`src/rtl/dbg_lock_ctrl.sv`:
```
module dbg_lock_ctrl #(
  parameter int AW = 16,
  parameter int DW = 16,
  parameter logic [AW-1:0] SIG1_ADDR = 'hFF80,
  parameter logic [AW-1:0] SIG2_ADDR = 'hFF82,
  parameter logic [AW-1:0] PW_BASE   = 'hFF88,
  parameter logic [DW-1:0] FUSE_KEY  = 'h5555,
  parameter logic [DW-1:0] PW_KEY    = 'hAAAA,
  parameter logic [DW-1:0] HDR_FIRST = 'hA55A,
  parameter logic [DW-1:0] HDR_SECOND = 'h1E1E
) (
  input  logic          clk,
  input  logic          rst_n,
  output logic          mem_rd,
  output logic [AW-1:0] mem_addr,
  input  logic [DW-1:0] mem_rdata,
  input  logic          mbx_valid,
  input  logic [DW-1:0] mbx_data,
  output logic          mbx_ready,
  output logic          dbg_en,
  output logic [1:0]    lock_state
);

  typedef enum logic [3:0] {
    ST_SIG1, ST_SIG2, ST_DECIDE, ST_OPEN, ST_FUSED,
    ST_HDR1, ST_HDR2, ST_WORD, ST_FETCH, ST_CMP, ST_GRANT
  } st_t;

  st_t           st;
  logic [DW-1:0] sig1_q, pw_len, held, idx;
  logic [DW-1:0] idx_nxt;
  logic          xfer;

  assign idx_nxt   = idx + DW'(1);
  assign mbx_ready = (st == ST_HDR1) || (st == ST_HDR2) || (st == ST_WORD);
  assign xfer      = mbx_valid && mbx_ready;
  assign mem_rd    = (st == ST_SIG1) || (st == ST_SIG2) || (st == ST_FETCH);
  assign mem_addr  = (st == ST_SIG1) ? SIG1_ADDR :
                     (st == ST_SIG2) ? SIG2_ADDR :
                     PW_BASE + AW'({idx, 1'b0});
  assign dbg_en    = (st == ST_OPEN) || (st == ST_GRANT);

  always_comb begin
    case (st)
      ST_OPEN:  lock_state = 2'b00;
      ST_GRANT: lock_state = 2'b11;
      ST_HDR1, ST_HDR2, ST_WORD, ST_FETCH, ST_CMP: lock_state = 2'b10;
      default:  lock_state = 2'b01;
    endcase
  end

  always_ff @(posedge clk or negedge rst_n) begin
    if (!rst_n) begin
      st     <= ST_SIG1;
      sig1_q <= '0;
      pw_len <= '0;
      held   <= '0;
      idx    <= '0;
    end else begin
      case (st)
        ST_SIG1: st <= ST_SIG2;
        ST_SIG2: begin
          sig1_q <= mem_rdata;
          st     <= ST_DECIDE;
        end
        ST_DECIDE: begin
          pw_len <= mem_rdata;
          idx    <= '0;
          if (sig1_q == FUSE_KEY && mem_rdata == FUSE_KEY)
            st <= ST_FUSED;
          else if (sig1_q == PW_KEY && mem_rdata != '0 && mem_rdata != FUSE_KEY)
            st <= ST_HDR1;
          else
            st <= ST_OPEN;
        end
        ST_HDR1: if (xfer && mbx_data == HDR_FIRST) st <= ST_HDR2;
        ST_HDR2: if (xfer) begin
          idx <= '0;
          st  <= (mbx_data == HDR_SECOND) ? ST_WORD : ST_HDR1;
        end
        ST_WORD: if (xfer) begin
          held <= mbx_data;
          st   <= ST_FETCH;
        end
        ST_FETCH: st <= ST_CMP;
        ST_CMP: begin
          if (mem_rdata != held) begin
            idx <= '0;
            st  <= ST_HDR1;
          end else if (idx_nxt == pw_len) begin
            st <= ST_GRANT;
          end else begin
            idx <= idx_nxt;
            st  <= ST_WORD;
          end
        end
        default: st <= st;
      endcase
    end
  end

endmodule


```
`config.mk`:
```
export PLATFORM = sky130hd
export DESIGN_NAME = dbg_lock_ctrl
export DESIGN_NICKNAME = d
export VERILOG_FILES = /design/src/rtl/dbg_lock_ctrl.sv
export SDC_FILE = /design/constraint.sdc
export NUM_CORES = 1
export LEC_CHECK = 0
export BUFFER_PORTS_ARGS = -buffer_cell sky130_fd_sc_hd__buf_4
export CAP_MARGIN = 20
export CORE_MARGIN = 5
export CORE_UTILIZATION = 50
export DETAILED_ROUTE_END_ITERATION = 16
export PLACE_DENSITY = 0.82
export SYNTH_ARGS = -nofsm -noshare
export SYNTH_HDL_FRONTEND = slang
export SYNTH_SLANG_ARGS = --single-unit
```
`constraint.sdc`:
```
create_clock -name clk -period 2.85 [get_ports clk]
set_clock_uncertainty 0.05 [all_clocks]
set_input_delay 0.1425 -clock clk [delete_from_list [all_inputs] [get_ports clk]]
set_output_delay 0.1425 -clock clk [all_outputs]
set_load 0.01 [all_outputs]
```
==> results of run 1 <==
where the power goes:
part	internal (mW)	switching [mW]	total [mW]
logic	0.0537	0.0598	0.114
clock network	0.310	0.396	0.706
registers	0.964	0.00000188	0.964
total	1.33	0.456	1.78
worst paths after layout:
| kind | from | endpoint | slack (ns) | depth (start not counted) |
|---|---|---|---|---|
| worst max-delay path | held[2] | idx[10] | 0.09 | 8 |
| max in group asynchronous | rst_n | held[10] | 1.78 | 2 |
| worst min register to register | held[14] | held[14] | 0.48 | 1 |
| worst min-delay path | mbx_data[9] | held[9] | 0.01 | 2 |
| worst max register to register | held[2] | idx[10] | 0.09 | 8 |
| min in group asynchronous | rst_n | idx[3] | 0.38 | 2 |
per-layer routing:
metal / vias up / part of all wire [%]
li1: 1751 / -
met1: 1876 / 42
met2: 165 / 49
met3: 23 / 6.9
met4: 0 / 1.8
met5: - / 0
synth_stat cells (8+ instances only):
master | count | area share, %
nand3_1 | 15 | 1.7
a221o_1 | 8 | 1.8
nand2_1 | 23 | 2.0
and3_1 | 10 | 1.4
nor3_1 | 10 | 1.2
xnor2_1 | 15 | 3.0
nor2_1 | 27 | 2.3
o21ai_0 | 13 | 1.5
nor4_1 | 14 | 2.0
nor4bb_1 | 10 | 2.3
dfrtp_1 | 68 | 39
mux2_2 | 48 | 12
nand4_1 | 12 | 1.7
clkbuf_1 | 18 | 1.6
xor2_1 | 29 | 5.9
a21oi_1 | 10 | 1.2
what timing repair did:
| item | in CTS | in global routing |
|---|---|---|
| setup buffers | 0 | 1 |
| hold buffers | 16 | 0 |
| hold endpoints to repair | 83 | 0 |
| resized for setup | 1 | 5 |
| setup endpoints to repair | 2 | 12 |
| pin swaps | 0 | 7 |
| cloned | 0 | 1 |
state kept, by name, indices dropped and copies added (netlist names):
signal	cells
held	16
idx	16
pw_len	16
sig1_q	16
st	4
kinds of logic (layout without fill, tap and decap cells):
family | count (synthesis) | count (layout) | synth area share (%)
buffers and inverters | 37 | 126 | 4.74
adders and majority gates | 2 | 2 | 0.578
AOI/OAI and AO/OA | 66 | 66 | 11.2
xor gates and xnor gates | 45 | 45 | 9.48
and+or+nand+nor | 159 | 159 | 21.9
other | 1 | 1 | 0.0866
DFF | 68 | 68 | 39.3
muxes | 49 | 49 | 12.7
metrics by stage:
stage / instances / util, % / setup slack (ns) / instance area, um2
after floorplan: 427 / - / 0.0198 / 4330
after global placement: 591 / 57.7 / 0.0390 / 4960
after detailed placement: 591 / 57.7 / 0.00231 / 4960
after CTS: 622 / 61.5 / 0.00998 / 5290
after global routing: 624 / 62.0 / 0.00483 / 5330
final: 624 / 62.0 / 0.0945 / 5330
cell type report:
class / count / area share [%]
clock buffers: 9 / 2.33
clock inverters: 6 / 0.799
inverters: 5 / 0.352
multi-input cells: 322 / 46.3
flip-flops and latches: 68 / 32.0
well taps: 108 / 2.54
repair buffers: 106 / 15.7
worst register-to-register path: stages, from the launching register on:
cell and delay (ns):
dfrtp_1 0.41, xor2_1 0.18, nor4_1 0.30, nand4_1 0.23, or4_1 0.51, o41a_1 0.45, buf_6 0.15, a22o_2 0.22
a21o_1 0.15
==> out/qor.yml, run 1 <==
global_route:
  met3_usage_pct: 4.06
  met2_usage_pct: 37.2
  grt_pass1_wl_um: 18800
  grt_max_degree: 69
  grtUsageTotal_pct: 22.8
  grt_overflow: 0
  grt_busiest_layer: "met2"
  grt_pass1_vias: 3754
  antenna_found_initial: 0
  met1_usage_pct: 30.9
power_and_ir_drop:
  ir_worst_vdd_mv: 0.254
  p_leak_nw: 2.61
  powerDensity_mw_per_mm2: 335
  p_total_mw: 1.78
critical_path:
  critPathMaxFanout: 6
  crit_path_end_kind: "register"
  slowest_stage: "or4_1"
  path_cells: "xor2_1 -> nor4_1 -> nand4_1 -> or4_1 -> o41a_1 -> buf_6 -> a22o_2 -> a21o_1"
  cp_data_required_time_ns: 3.05
  critPathMaxStageDelay_ns: 0.51
  critical-path-top-delay-family: "simple AND/OR/NAND/NOR gates"
  worst_setup_path_start_kind: "register"
  crit_type: "register to register"
  path_buf_inv: 1
  critPathArrivalTime_ns: 2.95
logic_synthesis:
  syn_nets: 464
  synth-seq-area-share_pct: 39.3
  netlist_area_mm2: 0.00433
  netlist_instances: 427
  postSynthAreaPerCell_um2: 10.1
  ys_types: 63
  ys_seq_elements: 68
  synth_edf_count: 0
  synth_ff_type: "dfrtp_1"
  synthArstFlopShare_pct: 100
  yosys_warnings: 0
cells_and_area:
  drive_gt1_share_pct: 33.1
  multiInputGateArea_mm2: 0.00247
  mostFrequentLayoutCells: "88 x buf_4, 68 x dfrtp_1, 48 x mux2_2, 29 x xor2_1, 27 x nor2_1"
  regArea_mm2: 0.00170
  nets: 549
  n_antenna_cell: 0
  mostFrequentLayoutCell: "buf_4"
  syn2layout_area_growth_pct: 23.0
  fillCellCount: 697
route:
  drt_first_iter_violations: 328
  dr.pass1.iters: 5
  routed_via_density: 6.11
  wl_per_cell_um: 18.8
  ant_nets: 0
  drt_wl_total_um: 11700
  dr_total_vias: 3815
  drcViolationCount: 0
floorplan:
  dieArea_mm2: 0.0106
  initial_core_util_pct: 50.4
  die_y_um: 103
  row_count: 34
  coreArea_mm2: 0.00859
  io_pins: 56
  die_x_um: 103
cts:
  cts_max_path_buffers: 2
  path_clk_slew_ns: 0.08
  clock-sinks: 68
  clk_latency_ns: 0.35
  htree_levels: 3
  numCtsBuffers: 9
  cts_tree: "built"
  cts_root_buf: "clkbuf_8"
timing:
  fin_setup_tns_ns: 0
  holdWs_ns: 0.00996
  post-route-period-util_pct: 96.7
  layout_min_cycle_time_ns: 2.76
  max_freq_mhz: 363
  relSlewSlack_pct: 41.8
  maxSlewViolCount: 0
  rsz0062_at_grt: "false"
  hold_viol_final: 0
  finalSetupViolCount: 0
  tightest_slew_ns: 0.873
flow_run:
  drv_cap: 0
placed_design:
  port_buffers: 54
  detailed_place_hpwl_um: 8380
  gp_congestion: 0.908
worst_hold_path:
  hp-class: "input port to register"
run_status:
  outcome: "finished, final reports clean"
(Power assumes the default switching activity.)
==> inputs of run 2 (changes only) <==
--- a/config.mk
+++ b/config.mk
@@ -10,6 +10,7 @@
 export CORE_MARGIN = 5
 export CORE_UTILIZATION = 50
 export DETAILED_ROUTE_END_ITERATION = 16
+export HOLD_SLACK_MARGIN = 0.02
 export PLACE_DENSITY = 0.82
 export SYNTH_ARGS = -nofsm -noshare
 export SYNTH_HDL_FRONTEND = slang
==> run 2 against run 1 <==
Net effect: power grew 0.43%; first-iteration DRC count shrank 8.2%; final cell count grew 0.80%; sequential power is essentially flat; non-clock buffer count grew 5; sequential cell count is the same; sequential share of layout area shrank 0.33 points; cell area grew 1.1%; clock power is essentially flat; fmax grew 0.36%; critical endpoint unchanged.
==> out/qor.yml, run 2 (synthesis results as in run 1) <==
cts:
  clock-sinks: 68
  cts_tree: "built"
  cts_root_buf: "clkbuf_8"
  clk_latency_ns: 0.35
  path_clk_slew_ns: 0.08
  numCtsBuffers: 9
  htree_levels: 3
  cts_max_path_buffers: 2
floorplan:
  io_pins: 56
  row_count: 34
  coreArea_mm2: 0.00859
  die_y_um: 103
  die_x_um: 103
  dieArea_mm2: 0.0106
  initial_core_util_pct: 50.4
route:
  routed_via_density: 6.09
  ant_nets: 0
  drt_first_iter_violations: 301
  dr_total_vias: 3833
  drcViolationCount: 0
  wl_per_cell_um: 18.7
  drt_wl_total_um: 11800
  dr.pass1.iters: 6
cells_and_area:
  mostFrequentLayoutCell: "buf_4"
  fillCellCount: 675
  drive_gt1_share_pct: 33.0
  instances_no_fill: 629
  n_antenna_cell: 0
  nets: 554
  mostFrequentLayoutCells: "88 x buf_4, 68 x dfrtp_1, 48 x mux2_2, 29 x xor2_1, 27 x nor2_1"
  syn2layout_area_growth_pct: 24.3
timing:
  holdWs_ns: 0.0293
  layout_min_cycle_time_ns: 2.75
  setup_slack_ns: 0.104
  fin_setup_tns_ns: 0
  rsz0062_at_grt: "false"
  post-route-period-util_pct: 96.3
  hold_viol_final: 0
  tightest_slew_ns: 0.868
  finalSetupViolCount: 0
  max_freq_mhz: 364
  maxSlewViolCount: 0
  relSlewSlack_pct: 42.2
critical_path:
  startpoint: "mem_rdata[5]"
  slowest_stage: "dlygate4sd3_1"
  worst_r2r_path_depth: 8
  r2r_end: "idx[10]"
  crit_type: "input port to register"
  crit_path_end_kind: "register"
  critPathMaxFanout: 6
  critPathMaxStageDelay_ns: 0.53
  critPathArrivalTime_ns: 2.95
  r2r_start: "held[14]"
  worst_setup_path_start_kind: "input port"
  cp_data_required_time_ns: 3.05
  reg2reg_setup_slack_ns: 0.11
  path_cells: "dlygate4sd3_1 -> buf_4 -> xor2_1 -> nor4_1 -> nand4_1 -> or4_1 -> o41a_1 -> buf_6 -> a22o_2 -> a21o_1"
worst_hold_path:
  min_delay_path_depth: 2
  min_to: "sig1_q[9]"
  worstHoldStart: "mem_rdata[9]"
  hp-class: "input port to register"
placed_design:
  port_buffers: 54
  gp_congestion: 0.908
  detailed_place_hpwl_um: 8380
  pre_cts_ws_ns: 0.00231
  placed_cells: 591
global_route:
  grt_max_degree: 69
  grtUsageTotal_pct: 22.9
  antenna_found_initial: 0
  grt_overflow: 0
  grt_pass1_vias: 3763
  grt_pass1_wl_um: 18800
power_and_ir_drop:
  powerDensity_mw_per_mm2: 333
  ir_worst_vdd_mv: 0.274
  p_total_mw: 1.79
  p_leak_nw: 2.63
run_status:
  outcome: "finished, final reports clean"
flow_run:
  drv_cap: 0
run 2: what timing repair did:
item                                   CTS  global route
gates cloned                             0             1
setup endpoints to repair                2            12
hold buffers                            21             0
endpoints found under the hold margin   91             0
pin swaps                                0             7
resized for setup                        1             6
buffers inserted                         0             1
run 2: where the power goes:
part	switching (mW)	internal (mW)
sequential	0.00000188	0.964
combinational	0.0617	0.0583
clock	0.398	0.310
run 2: stage by stage:
step | instance area [um2] | utilization, %
final | 5380 | 62.6
after global routing | 5380 | 62.6
after CTS | 5340 | 62.1
after detailed placement | 4960 | 57.7
after global placement | 4960 | 57.7
after floorplan | 4330 | -
run 2: metal layers:
| metal | track usage, % | part of all wire [%] | wire length, um |
|---|---|---|---|
| met3 | 3.99 | 6.9 | 816 |
| met2 | 37.1 | 48 | 5700 |
| met4 | 8.07 | 2.5 | 293 |
| met1 | 30.8 | 42 | 4950 |
| met5 | 0 | 0 | 0 |
run 2: area by class of cell:
class,instances,area (um2),area share [%]
clock buffer,9,124,2.30
inverter,5,18.8,0.349
sequential,68,1700,31.6
tap,108,135,2.51
clock inverter,6,42.5,0.791
multi-input combinational,322,2470,45.9
timing repair buffer,111,887,16.5
run 2: how the worst max path moves through the flow:
stage	slack, ns	endpoint
finish	0.10	idx[10]
global route	0.005	idx[8]
CTS	0.01	idx[10]
detailed placement	0.002	idx[10]
global placement	0.04	idx[10]
floorplan	0.02	idx[14]
run 2: worst max-delay path: cells and delay by family:
family,cells,cell delay [ns]
buffers and inverters,3,0.83
AO/OA/AOI/OAI,3,0.82
XOR/XNOR,1,0.13
AND/OR/NAND/NOR,3,1.01
==> inputs of run 3 (changes only) <==
==> constraint.sdc (replaced) <==
create_clock -name clk -period 2.85 [get_ports clk]
set_clock_uncertainty 0.05 [all_clocks]
set_input_delay 0.285 -clock clk [delete_from_list [all_inputs] [get_ports clk]]
set_output_delay 0.285 -clock clk [all_outputs]
set_load 0.01 [all_outputs]
==> run 3 against run 2 <==
Net effect: the run now ends with negative hold slack left; first-iteration DRC count fell by 37%; non-clock buffer count fell by 23; register-to-register slack got worse by 0.08 ns; sequential share of layout area rose by 0.99 points; critical path depth fell by 1; global-route usage fell by 0.46 points; core utilization fell by 1.8 points; count of clock-buffer cells in the layout rose by 1; clock power rose by 23%; final cell count fell by 3.5%; sequential power barely moved; hold slack got worse by 0.039 ns; critical path type is now register to register; highest routed layer unchanged.
==> out/qor.yml, run 3 (synthesis results as in run 1) <==
cells_and_area:
  nets: 531
  n_antenna_cell: 0
  fillCellCount: 717
  syn2layout_area_growth_pct: 20.6
  drive_gt1_share_pct: 34.7
  mostFrequentLayoutCell: "buf_4"
  mostFrequentLayoutCells: "86 x buf_4, 67 x dfrtp_1, 48 x mux2_2, 29 x xor2_1, 27 x nor2_1"
  instances_no_fill: 607
placed_design:
  detailed_place_hpwl_um: 8230
  gp_congestion: 0.921
  port_buffers: 54
  placed_cells: 590
cts:
  numCtsBuffers: 9
  cts_tree: "built"
  htree_levels: 3
  path_clk_slew_ns: 0.08
  clock-sinks: 68
  ctsHoldBuffers: 0
  clk_latency_ns: 0.34
  cts_root_buf: "clkbuf_8"
  cts_max_path_buffers: 2
route:
  dr_total_vias: 3700
  dr.pass1.iters: 5
  routed_via_density: 6.10
  drt_first_iter_violations: 191
  drt_wl_total_um: 11100
  drcViolationCount: 0
  wl_per_cell_um: 18.3
  ant_nets: 0
timing:
  fin_setup_tns_ns: 0
  maxSlewViolCount: 0
  layout_min_cycle_time_ns: 2.82
  holdWs_ns: -0.0100
  post-route-period-util_pct: 99.0
  hold_viol_final: 5
  finalSetupViolCount: 0
  tightest_slew_ns: 0.856
  max_freq_mhz: 354
  relSlewSlack_pct: 42.9
  rsz0062_at_grt: "true"
global_route:
  antenna_found_initial: 0
  grt_max_degree: 69
  grtUsageTotal_pct: 22.4
  grt_overflow: 0
  grt_pass1_vias: 3674
  grt_pass1_wl_um: 18400
flow_run:
  drv_cap: 0
floorplan:
  initial_core_util_pct: 50.4
  row_count: 34
  die_x_um: 103
  coreArea_mm2: 0.00859
  io_pins: 56
  dieArea_mm2: 0.0106
  die_y_um: 103
worst_hold_path:
  hp-class: "input port to async pin"
critical_path:
  cp.depth: 9
  critical-path-top-delay-family: "compound AO/OA/AOI/OAI gates"
  path_buf_inv: 1
  path_cells: "ha_4 -> xor3_2 -> nor3_2 -> o2111ai_1 -> or4_1 -> o41a_1 -> buf_6 -> nor3b_1 -> a211o_1"
  crit_path_end_kind: "register"
  cp_data_required_time_ns: 3.03
  startpoint: "idx[1]"
  critPathMaxFanout: 6
  worst_setup_path_start_kind: "register"
  worst_r2r_path_depth: 9
  r2r_start: "idx[1]"
  slowest_stage: "o41a_1"
  crit_type: "register to register"
  critPathArrivalTime_ns: 3.00
  critPathMaxStageDelay_ns: 0.48
power_and_ir_drop:
  p_leak_nw: 2.55
  power.share.sequential_pct: 49.9
  p_int_mw: 1.50
  comb_power_share_pct: 4.9
  ir_worst_vdd_mv: 0.319
  sw_frac_of_total_pct: 22.5
  p_total_mw: 1.93
  power.switching_mw: 0.435
  powerDensity_mw_per_mm2: 370
  clkPwrFrac_pct: 45.1
run_status:
  outcome: "finished with violations"
  violations: "negative hold slack"
## run 3: routing by layer
layer	vias up	global-route usage, %	share of wire [%]
li1	1719	-	-
met1	1805	29.7	43
met2	152	35.7	48
met3	24	5.82	6.7
met4	0	7.67	2.2
met5	-	0	0
## run 3: power by group through the flow
stage / clock [mW] / combinational, mW / sequential [mW]
finish: 0.872 / 0.0950 / 0.964
global route: 0.932 / 0.103 / 0.964
CTS: 0.887 / 0.0957 / 0.964
detailed placement: 0 / 0.0948 / 0.983
global placement: 0 / 0.0918 / 0.983
floorplan: 0 / 0.0150 / 0.983
## run 3: cell type report
cell class / count / area [um2] / share of cell area, %
clock buffers: 10 / 128 / 2.44
well taps: 108 / 135 / 2.59
multi-input cells: 322 / 2490 / 47.6
clock inverters: 6 / 88.8 / 1.70
inverters: 5 / 18.8 / 0.359
repair buffers: 88 / 662 / 12.7
flip-flops and latches: 68 / 1700 / 32.6
## run 3: through the flow
stage	utilization, %	area [um2]	worst slack (ns)
after CTS	60.3	5180	0.0177
after global placement	57.6	4950	0.0378
after detailed placement	57.6	4950	-0.00475
after floorplan	-	4330	0.0198
after global routing	60.8	5220	-0.0525
final	60.8	5220	0.0288
## run 3: repair_timing
item	4_1_cts	5_1_grt
pin swaps	5	3
setup buffers	1	0
endpoints found under the hold margin	0	0
setup endpoints to repair	2	15
gates resized for setup	1	10
cloned	1	0
## run 3: final timing paths
kind | slack [ns] | endpoint
max in group asynchronous | 2.18 | idx[2]
min in group clk | 0.13 | held[3]
max | 0.03 | idx[15]
min reg2reg | 0.48 | held[12]
min | -0.01 | idx[3]
max reg2reg | 0.03 | idx[15]
